==> config.mk <==
export PLATFORM = sky130hd
export DESIGN_NAME = sig_analyzer
export DESIGN_NICKNAME = d
export VERILOG_FILES = /design/src/rtl/sig_pkg.sv /design/src/rtl/sig_divider.sv /design/src/rtl/sig_compare.sv /design/src/rtl/sig_analyzer.sv
export SDC_FILE = /design/constraint.sdc
export NUM_CORES = 1
export LEC_CHECK = 0
export BUFFER_PORTS_ARGS = -buffer_cell sky130_fd_sc_hd__buf_4
export CELL_PAD_IN_SITES_DETAIL_PLACEMENT = 1
export CELL_PAD_IN_SITES_GLOBAL_PLACEMENT = 1
export CORE_MARGIN = 5
export CORE_UTILIZATION = 35
export DETAILED_ROUTE_END_ITERATION = 7
export PLACE_DENSITY = 0.76
export SETUP_SLACK_MARGIN = 0.15
export SLEW_MARGIN = 20
export SYNTH_ARGS = -nofsm -noshare
export SYNTH_HDL_FRONTEND = slang
export SYNTH_SLANG_ARGS = --single-unit
==> constraint.sdc <==
create_clock -name clk -period 1.8 [get_ports clk]
set_clock_uncertainty 0.15 [all_clocks]
set_input_delay 0.36 -clock clk [delete_from_list [all_inputs] [get_ports clk]]
set_output_delay 0.36 -clock clk [all_outputs]
set_load 0.01 [all_outputs]
==> src/rtl/sig_pkg.sv <==
package sig_pkg;

    typedef enum logic [1:0] {
        SA_HOLD  = 2'd0,
        SA_SHIFT = 2'd1,
        SA_CLEAR = 2'd2
    } sa_op_e;

    typedef enum logic [1:0] {
        CMP_KEEP = 2'd0,
        CMP_EVAL = 2'd1,
        CMP_DROP = 2'd2
    } cmp_op_e;

    typedef struct packed {
        sa_op_e  reg_op;
        cmp_op_e cmp_op;
    } sa_ctrl_t;

    function automatic sa_ctrl_t sa_decode(input logic rst, input logic clear,
                                           input logic valid, input logic done);
        sa_ctrl_t c;
        if (rst || clear) begin
            c.reg_op = SA_CLEAR;
            c.cmp_op = CMP_DROP;
        end else begin
            c.reg_op = valid ? SA_SHIFT : SA_HOLD;
            c.cmp_op = done  ? CMP_EVAL : CMP_KEEP;
        end
        return c;
    endfunction

endpackage

==> src/rtl/sig_divider.sv <==
module sig_divider
    import sig_pkg::*;
#(
    parameter int unsigned       WIDTH = 16,
    parameter logic [WIDTH-1:0]  POLY  = 16'h1021
) (
    input  logic             clk,
    input  logic             rst,
    input  sa_op_e           op,
    input  logic             din,
    output logic [WIDTH-1:0] state
);

    localparam int unsigned TOP = WIDTH - 1;

    logic             fold;
    logic [WIDTH-1:0] nxt;

    assign fold = state[TOP];

    generate
        for (genvar i = 0; i < WIDTH; i++) begin : g_stage
            logic shifted_in;
            if (i == 0) begin : g_low
                assign shifted_in = din;
            end else begin : g_up
                assign shifted_in = state[i-1];
            end
            if (POLY[i]) begin : g_tap
                assign nxt[i] = shifted_in ^ fold;
            end else begin : g_plain
                assign nxt[i] = shifted_in;
            end
        end
    endgenerate

    always_ff @(posedge clk) begin
        case (op)
            SA_CLEAR: state <= '0;
            SA_SHIFT: state <= nxt;
            default:  state <= state;
        endcase
    end

    AST_CLEAR_ZERO: assert property (@(posedge clk) disable iff (rst)
        (op == SA_CLEAR) |=> (state == '0)) else $error("clear");

    AST_IDLE_HOLD: assert property (@(posedge clk) disable iff (rst)
        (op == SA_HOLD) |=> $stable(state)) else $error("hold");

    AST_SHIFT_NOFOLD: assert property (@(posedge clk) disable iff (rst)
        (op == SA_SHIFT && !state[TOP]) |=>
            (state == {$past(state[TOP-1:0]), $past(din)})) else $error("shift");

endmodule

==> src/rtl/sig_compare.sv <==
module sig_compare
    import sig_pkg::*;
#(
    parameter int unsigned WIDTH = 16
) (
    input  logic             clk,
    input  logic             rst,
    input  cmp_op_e          op,
    input  logic [WIDTH-1:0] sig,
    input  logic [WIDTH-1:0] golden,
    output logic             match
);

    logic equal;
    assign equal = (sig == golden);

    always_ff @(posedge clk) begin
        case (op)
            CMP_DROP: match <= 1'b0;
            CMP_EVAL: match <= equal;
            default:  match <= match;
        endcase
    end

    AST_MATCH_KEEP: assert property (@(posedge clk) disable iff (rst)
        (op == CMP_KEEP) |=> $stable(match)) else $error("keep");

    AST_MATCH_DROP: assert property (@(posedge clk) disable iff (rst)
        (op == CMP_DROP) |=> !match) else $error("drop");

endmodule

==> src/rtl/sig_analyzer.sv <==
module sig_analyzer
    import sig_pkg::*;
#(
    parameter int unsigned       WIDTH = 16,
    parameter logic [WIDTH-1:0]  POLY  = 16'h1021
) (
    input  logic             clk,
    input  logic             rst,
    input  logic             clear,
    input  logic             resp_bit,
    input  logic             resp_valid,
    input  logic             done,
    input  logic [WIDTH-1:0] expected,
    output logic [WIDTH-1:0] signature,
    output logic             match
);

    sa_ctrl_t ctrl;
    assign ctrl = sa_decode(rst, clear, resp_valid, done);

    sig_divider #(.WIDTH(WIDTH), .POLY(POLY)) u_div (
        .clk   (clk),
        .rst   (rst),
        .op    (ctrl.reg_op),
        .din   (resp_bit),
        .state (signature)
    );

    sig_compare #(.WIDTH(WIDTH)) u_cmp (
        .clk    (clk),
        .rst    (rst),
        .op     (ctrl.cmp_op),
        .sig    (signature),
        .golden (expected),
        .match  (match)
    );

    AST_RESET_STATE: assert property (@(posedge clk)
        rst |=> (signature == '0 && !match)) else $error("reset");

    AST_STROBE_RESULT: assert property (@(posedge clk) disable iff (rst)
        (done && !clear) |=> (match == ($past(signature) == $past(expected))))
        else $error("strobe");

endmodule

Word-level counts from Yosys, hierarchy flattened:

Index checks and enable logic that the tools add are counted.

* bits in registers: 17
* input bits: 22
* output and inout bits: 17
* word-level logic and storage cells: 18

* eq/ne operators: 5
* mux-type cells: 5
* bitwise operators: 3
* reduce and logical (&&, ||, !) cells: 3

Operators by type and width (number)
* 16-bit case mux with 2 select lines: 1
* 16-bit == test: 1
* 2-bit by 1-bit == test with 1-bit output, second input constant: 2
* 2-bit == test, second input constant: 2
* 4-bit two-way mux: 1
* 2-bit nonzero test: 2
* 1-bit bitwise XOR: 3
* 1-bit two-way mux: 2
* 1-bit case mux with 2 select lines: 1
* 1-bit logical OR: 1

Depth between registers and ports, before layout:

Gate-level depths: netlist of run 1.

* word-level depth: 4
* gate-level depth with buffers: 4
* mapped depth without buffers: 4

By module:

From an unflattened synthesis of run 1, not the netlist that was laid out.

* cell total of the unflattened synthesis: 81
* area total of the unflattened synthesis: 982.2 um^2

By module, submodules not included
* sig_divider: instances 1, cells an instance 52, area each 729.4 um^2, sequential area each 480.5 um^2
* sig_compare: instances 1, cells an instance 26, area each 231.5 um^2, sequential area each 30.0 um^2
* sig_analyzer: instances 1, cells an instance 3, area each 21.3 um^2, sequential area each 0.0 um^2

Worst setup path after synthesis of run 1:

OpenSTA, ideal clock, no wires.

* path kind: flip-flop to flip-flop
* start: register u_div.state[11]
* end: register u_cmp.match, data pin
* library setup time: 170 ps
* arrival time: 1217 ps
* data required time: 1480 ps
* path slack: 263 ps
* stages on the path, launching flop included: 5
* period minus slack after synthesis: 1537 ps
* path through: edfxtp_1 -> xor2_1 -> nor4_1 -> nand4_1 -> nor4_2

* cells in the longest elaborated chain, start to end: 2

Ends and longest elaborated chain
* from (decl): RTL line sig_divider.sv:11 `output logic [WIDTH-1:0] state`
* from (signal assigned): RTL line sig_divider.sv:40 `SA_SHIFT: state <= nxt;`
* from (signal assigned): RTL line sig_divider.sv:41 `default: state <= state;`
* 16-bit == test: RTL line sig_compare.sv:15 `assign equal = (sig == golden);`
* 1-bit case mux with 2 select lines: RTL line sig_compare.sv:18 `case (op)`
* to (signal assigned): RTL line sig_compare.sv:20 `CMP_EVAL: match <= equal;`
* to (signal assigned): RTL line sig_compare.sv:21 `default: match <= match;`
* to (decl): RTL line sig_compare.sv:11 `output logic match`

Every way passes these cells.
A chain may end at the register's enable or synchronous reset.

Final worst setup path of run 1:

* start: register u_div.state[15]
* end: output port signature[15]

RTL lines
* to (decl): RTL line sig_analyzer.sv:14 `output logic [WIDTH-1:0] signature,`

No word-level cell between the ends.

==> reports/qor.yml, run 1 <==
status: "complete, no violations"
clkTransAtPathRegs_ns: 0.10
synthAdderAreaFrac: 0
grt_pass1_vias: 717
setup_viol: 0
synth-xor-area-share: 0.176
crit_fanout: 5
p_seq_frac: 0.579
synthMuxAreaShare: 0
power.internal_uw: 619
synth_most_common_cell: "edfxtp_1"
ys_top_cells_by_count: "17 x edfxtp_1, 15 x xnor2_1, 13 x and3_1, 13 x buf_4, 4 x xor2_1"
via_per_inst: 4.89
hold_path.class: "input pin to register"
synth_top_cell_by_area: "edfxtp_1"
cp_top_family: "flip-flops"
min_delay_path_depth: 2
path_depth: 1
finalMaxSlewViolations: 0
htreeDepth: 1
cts_buffers: 3
ys_async_sr_fraction: 0
yosys.area_share.simple: 0.167
dp_cells: 132
cp-start-kind: "register"
first_pass_iters: 2
root_buffer: "clkbuf_4"
ys_seq_area_frac: 0.541
regToRegSetupSlack_ns: 0.31
worstPathRequired_ns: 1.29
hpwl_mm: 1.81
instances_no_fill: 137
relSlewSlack: 0.782
drive_gt1_frac: 0.439
endpoint_kind: "primary output"
switching_share: 0.238
synth_top_family_by_area: "XOR/XNOR gates"
cp_slowest_cell: "edfxtp_1"
slowest_delay_ns: 0.55
min_to: "u_cmp.match"
die_area_sq_um: 3830
fp-row-count: 18
period_share: 0.865
drt.antenna.violating_nets: 0
coreArea_sq_um: 2520
antenna_cells: 0
die_x_um: 61.9
reg2reg_depth: 4
synthDominantCellAreaShare: 0.541
p_comb_frac: 0.173
synth-seq-cells: 17
syn_area_sq_um: 943
grt_max_degree: 17
ys_warn_count: 0
fmax_mhz: 642
cts_tree: "done"
synth_edf_count: 17
clkSinkCount: 17
timing_worst_setup_path_type: "register to primary output"
globalRouteOverflowTotal: 0
powerDensity_nw_per_um2: 671
wl_per_cell_um: 16.3
r2r_end: "u_cmp.match"
areaGrowthSynthToFinish_pct: 28.5
clock_latency_ns: 0.29
final_util: 0.481
io-pin-count: 39
drt_iter0_markers: 19
grt_pass1_wl_mm: 3.33
maxCapViolCount: 0
cp.buffers_inverters: 1
syn_avg_cell_area_sq_um: 12.1
num_vias: 670
finalWorstSetupSlack_ns: 0.243
hold_viol_final: 0
worst_ep_arrival_time_ns: 1.05
worstMarginPinSlew_ns: 0.327
synth_ff_type: "edfxtp_1"
clock_path_buffers: 2
synth_compound_area_frac: 0
nNetsFinal: 130
syn_inst: 78
hp-start: "done"
grt_usage: 0.126
drt_wl_total_mm: 2.23
peakVddDrop_uv: 388
io_buffers: 38
route.detailed.drc: 0
gp_congestion: 0.786
worstPathCellList: "buf_4"
p_switching_uw: 194
pwr-share-clk: 0.248
start_util: 0.374
netlist_top_cells_area: "edfxtp_1 54%, xnor2_1 14%, buf_4 10%"
synth_nets: 100
antenna_found_initial: 0
tns_ns: 0
rsz0062_at_grt: "no"
fin_crit_ns: 1.56
yosysUniqueCellTypes: 14
die_h_um: 61.9
p_leak_uw: 0.000552
r2r-start: "u_div.state[14]"
pre_cts_ws_ns: 0.140
==> worst max path at each step <==
stage | slack, ns | to | from
4_1_cts | 0.16 | u_cmp.match | u_div.state[14]
6_report | 0.24 | signature[15] | u_div.state[15]
2_1_floorplan | 0.26 | u_cmp.match | u_div.state[11]
3_5_place_dp | 0.14 | u_cmp.match | expected[14]
3_3_place_gp | 0.19 | u_cmp.match | expected[14]
5_1_grt | 0.19 | signature[15] | u_div.state[15]
==> state kept, by name (all words and copies together) (netlist names) <==
name	flops
u_div.state	16
u_cmp.match	1
==> cells by family after synthesis <==
kind of cell,count (synthesis)
AND/OR/NAND/NOR,26
XOR/XNOR,19
flip-flops,17
buffers and inverters,16
==> power groups by stage <==
stage | logic (uW) | registers [uW] | clock network (uW)
floorplan | 75.9 | 474 | 0
global placement | 136 | 479 | 0
detailed placement | 139 | 480 | 0
CTS | 140 | 471 | 213
global route | 152 | 473 | 232
finish | 141 | 471 | 201
==> stage by stage <==
step	total power, uW	area [sq um]	hold slack [ns]
finish	813	1210	0.223
floorplan	550	943	0.411
detailed placement	619	1170	0.478
global route	857	1210	0.230
global placement	615	1170	0.467
CTS	825	1200	0.217
==> cell type report <==
type                       count  area (sq um)
clock buffer                   4          26.3
tap                           30          37.5
fill                         293          1310
timing repair buffer          41           308
multi-input combinational     45           330
sequential                    17           510
==> cell usage in the layout (no fill, tap or decap), drive strengths merged <==
master  netlist  final
xnor2        15     15
xor2          4      4
nand2         1      1
or3           2      2
clkbuf        3      4
edfxtp       17     17
buf          13     41
nor4          2      2
nor2          4      4
nand3         1      1
and3         13     13
nand4         3      3
==> per-layer routing <==
| layer | vias to the layer above | global-route usage | share of wire |
|---|---|---|---|
| met1 | 321 | 0.162 | 0.43 |
| met2 | 25 | 0.202 | 0.49 |
| li1 | 320 | - | - |
| met3 | 4 | 0.0269 | 0.065 |
| met5 | - | 0 | 0 |
| met4 | 0 | 0.0636 | 0.014 |
==> repair_timing <==
item / 4_1_cts / 5_1_grt
buffers inserted: 0 / 1
setup endpoints to repair: 0 / 1
hold buffers: 0 / 0
resized for setup: 0 / 1
Power figures use the tool's default switching activity.
==> run 2, diff against run 1 <==
--- a/config.mk
+++ b/config.mk
@@ -8,7 +8,6 @@
 export BUFFER_PORTS_ARGS = -buffer_cell sky130_fd_sc_hd__buf_4
 export CELL_PAD_IN_SITES_DETAIL_PLACEMENT = 1
 export CELL_PAD_IN_SITES_GLOBAL_PLACEMENT = 1
-export CORE_MARGIN = 5
 export CORE_UTILIZATION = 35
 export DETAILED_ROUTE_END_ITERATION = 7
 export PLACE_DENSITY = 0.76
==> reports/qor.yml, run 2 (same netlist as run 1, synthesis figures left out) <==
powerDensity_nw_per_um2: 676
seqCellArea_sq_um: 510
start_util: 0.374
io_buffers: 38
areaGrowthSynthToFinish_pct: 30.5
coreArea_sq_um: 2520
grt_pass1_wl_mm: 3.13
grt_pass1_vias: 651
drive_gt1_frac: 0.459
fillerInstances: 290
worstMarginPinSlew_ns: 0.322
hold_path.class: "input pin to register"
drt_wl_total_mm: 2.11
instances_no_fill: 139
clkSinkCount: 17
final_common_cell: "buf_4"
r2r-start: "u_div.state[3]"
period_share: 0.871
status: "complete, no violations"
reg2reg_depth: 4
endpoint_kind: "primary output"
cts_buffers: 3
grt_max_degree: 17
htreeDepth: 1
worstPathRequired_ns: 1.29
cp-start-kind: "register"
fmax_mhz: 638
die_x_um: 53.9
die_h_um: 53.9
clock_path_buffers: 2
hpwl_mm: 1.59
hold_ws_ns: 0.232
setup_viol: 0
multiInputGateArea_sq_um: 330
peakVddDrop_uv: 373
tns_ns: 0
cp_slowest_cell: "edfxtp_1"
antenna_found_initial: 0
grt_usage: 0.159
final_cell_mix: "43 x buf_4, 17 x edfxtp_1, 15 x xnor2_1"
clock_latency_ns: 0.29
path_depth: 1
relSlewSlack: 0.785
clkTransAtPathRegs_ns: 0.11
nNetsFinal: 132
crit_end: "signature[15]"
p_leak_uw: 0.000562
drt_iter0_markers: 16
rsz0062_at_grt: "no"
route.detailed.drc: 0
r2r_end: "u_cmp.match"
dp_cells: 132
largest_reg_flops: 16
via_per_inst: 4.86
timing_worst_setup_path_type: "register to primary output"
fin_total_pwr_uw: 832
top_register: "u_div.state"
wl_per_cell_um: 15.2
worst_ep_arrival_time_ns: 1.06
regToRegSetupSlack_ns: 0.32
cp_top_family: "flip-flops"
gp_congestion: 0.775
fin_crit_ns: 1.57
cts_tree: "done"
hold_viol_final: 0
cp.buffers_inverters: 1
first_pass_iters: 4
antenna_cells: 0
fp-row-count: 18
crit_fanout: 5
num_vias: 676
hp-start: "rst"
die_area_sq_um: 2910
globalRouteOverflowTotal: 0
root_buffer: "clkbuf_4"
finalMaxSlewViolations: 0
worstPathCellList: "buf_4"
setup.worst_path.start: "u_div.state[15]"
slowest_delay_ns: 0.55
io-pin-count: 39
hold_buffers: 0
reg_top3: "u_div.state x16, u_cmp.match x1"
drt.antenna.violating_nets: 0
maxCapViolCount: 0
==> run 2: cell types whose count changed in the layout (fill, tap and decap cells not counted) <==
cell        delta
clkbuf_1       -1
clkinvlp_4     +1
buf_4          +2
==> run 2: worst min path at each step <==
| stage | to | slack (ns) | cells after the start |
|---|---|---|---|
| final | u_cmp.match | 0.23 | 2 |
| after global routing | u_cmp.match | 0.21 | 2 |
| after global placement | u_div.state[6] | 0.47 | 1 |
| after floorplan | u_cmp.match | 0.41 | 1 |
| after CTS | u_cmp.match | 0.23 | 2 |
| after detailed placement | u_div.state[6] | 0.48 | 1 |
==> run 2: per-stage QoR <==
stage	util	setup slack [ns]	cell area, sq um
finish	0.488	0.233	1230
global route	0.488	0.182	1230
CTS	0.483	0.151	1220
detailed placement	0.465	0.130	1170
global placement	0.465	0.166	1170
floorplan	-	0.263	943
==> run 2: metal layers <==
layer | vias up | part of all wire | global-route usage
met5 | - | 0 | 0
met1 | 325 | 0.45 | 0.220
met4 | 0 | 0 | 0.0526
li1 | 323 | - | -
met3 | 0 | 0.065 | 0.0282
met2 | 28 | 0.49 | 0.249
==> run 2: area by class of cell <==
cell class                      count  area share
Timing Repair Buffer               43       0.262
Multi-Input combinational cell     45       0.268
Clock inverter                      1     0.00610
Tap cell                           30      0.0305
Sequential cell                    17       0.415
Clock buffer                        3      0.0183
==> run 2: power breakdown <==
part           switching [uW]  internal, uW
Sequential               18.3           452
Clock                     134          84.4
Combinational            59.8          83.2
==> run 2: repair_timing <==
item	4_1_cts	5_1_grt
buffers inserted	2	1
pin swaps	0	3
resized for setup	0	1
endpoints found under the hold margin	0	0
setup endpoints to repair	1	1
==> run 3, diff against run 2 <==
--- a/config.mk
+++ b/config.mk
@@ -11,6 +11,7 @@
 export CORE_UTILIZATION = 35
 export DETAILED_ROUTE_END_ITERATION = 7
 export PLACE_DENSITY = 0.76
+export RECOVER_POWER = 100
 export SETUP_SLACK_MARGIN = 0.15
 export SLEW_MARGIN = 20
 export SYNTH_ARGS = -nofsm -noshare
==> reports/qor.yml, run 3 (same netlist as run 1, synthesis figures left out) <==
status: "complete, no violations"
clock_latency_ns: 0.29
crit_fanout: 5
final_util: 0.454
cp-start-kind: "register"
clkSinkCount: 17
tns_ns: 0
areaGrowthSynthToFinish_pct: 21.4
antenna_cells: 0
maxCapViolCount: 0
reg_top3: "u_div.state x16, u_cmp.match x1"
cp.buffers_inverters: 1
route.detailed.drc: 0
hold_viol_final: 0
start_util: 0.374
fmax_mhz: 646
die_h_um: 53.9
powerDensity_nw_per_um2: 707
slowest_delay_ns: 0.55
fillerInstances: 299
cts_buffers: 3
fin_crit_ns: 1.55
worstMarginPinSlew_ns: 0.537
drt.antenna.violating_nets: 0
wl_per_cell_um: 14.9
htreeDepth: 1
setup_viol: 0
drt_iter0_markers: 10
grt_max_degree: 17
timing_worst_setup_path_type: "register to primary output"
coreArea_sq_um: 2520
dp_cells: 132
grt_pass1_vias: 651
via_per_inst: 4.88
io_buffers: 38
globalRouteOverflowTotal: 0
grt_usage: 0.159
peakVddDrop_uv: 350
drive_gt1_frac: 0.257
gp_congestion: 0.775
finalMaxSlewViolations: 0
hold_path.class: "input pin to register"
endpoint_kind: "primary output"
fp-row-count: 18
worstPathCellList: "clkbuf_1"
antenna_found_initial: 0
worstPathRequired_ns: 1.29
hold_buffers: 0
clock_path_buffers: 2
clkTransAtPathRegs_ns: 0.11
first_pass_iters: 4
cp_top_family: "flip-flops"
die_area_sq_um: 2910
drt_wl_total_mm: 2.08
p_leak_uw: 0.000479
cts_tree: "done"
top_register: "u_div.state"
root_buffer: "clkbuf_4"
worst_ep_arrival_time_ns: 1.04
num_vias: 678
cp_slowest_cell: "edfxtp_1"
relSlewSlack: 0.642
instances_no_fill: 139
largest_reg_flops: 16
hpwl_mm: 1.59
final_cell_mix: "20 x clkbuf_1, 20 x buf_4, 17 x edfxtp_1"
io-pin-count: 39
grt_pass1_wl_mm: 3.13
nNetsFinal: 132
period_share: 0.860
die_x_um: 53.9
rsz0062_at_grt: "no"
regToRegSetupSlack_ns: 0.27
run 3: path summary, 6_finish.rpt:
path | end | from | cells past startpoint
max | signature[15] | u_div.state[15] | 1
min | u_cmp.match | rst | 2
max reg2reg | u_cmp.match | u_div.state[3] | 4
min reg2reg | u_div.state[6] | u_div.state[5] | 1
run 3: layout make-up:
class	instances	area, sq um	area share
Sequential cell	17	510	0.446
Multi-Input combinational cell	45	322	0.281
Timing Repair Buffer	43	245	0.214
Tap cell	30	37.5	0.0328
Clock buffer	3	22.5	0.0197
Clock inverter	1	7.51	0.00656
run 3: routing by layer:
metal	track usage	wire length, um	vias up	part of all wire
met5	0	0	-	0
met4	0.0526	0	0	0
met3	0.0282	151	0	0.073
met2	0.249	983	33	0.47
met1	0.220	942	322	0.45
li1	-	-	323	-
run 3: what timing repair did:
item | CTS | global route
pin swaps | 0 | 3
setup endpoints to repair | 1 | 1
resized for setup | 0 | 1
buffers inserted | 2 | 1
run 3: metrics by stage:
step	cell area [sq um]	hold WS (ns)	total power [uW]	setup WS, ns
global placement	1170	0.466	614	0.166
floorplan	943	0.411	550	0.263
detailed placement	1170	0.480	618	0.130
global route	1140	0.214	850	0.179
finish	1140	0.229	810	0.252
CTS	1220	0.230	835	0.151
run 3: report_power, final:
| group | internal (uW) | leakage, uW | switching [uW] |
|---|---|---|---|
| registers | 452 | 0.000198 | 17.6 |
| logic | 65.6 | 0.000267 | 58.2 |
| clock network | 84.4 | 0.0000139 | 132 |
| total | 602 | 0.000479 | 208 |
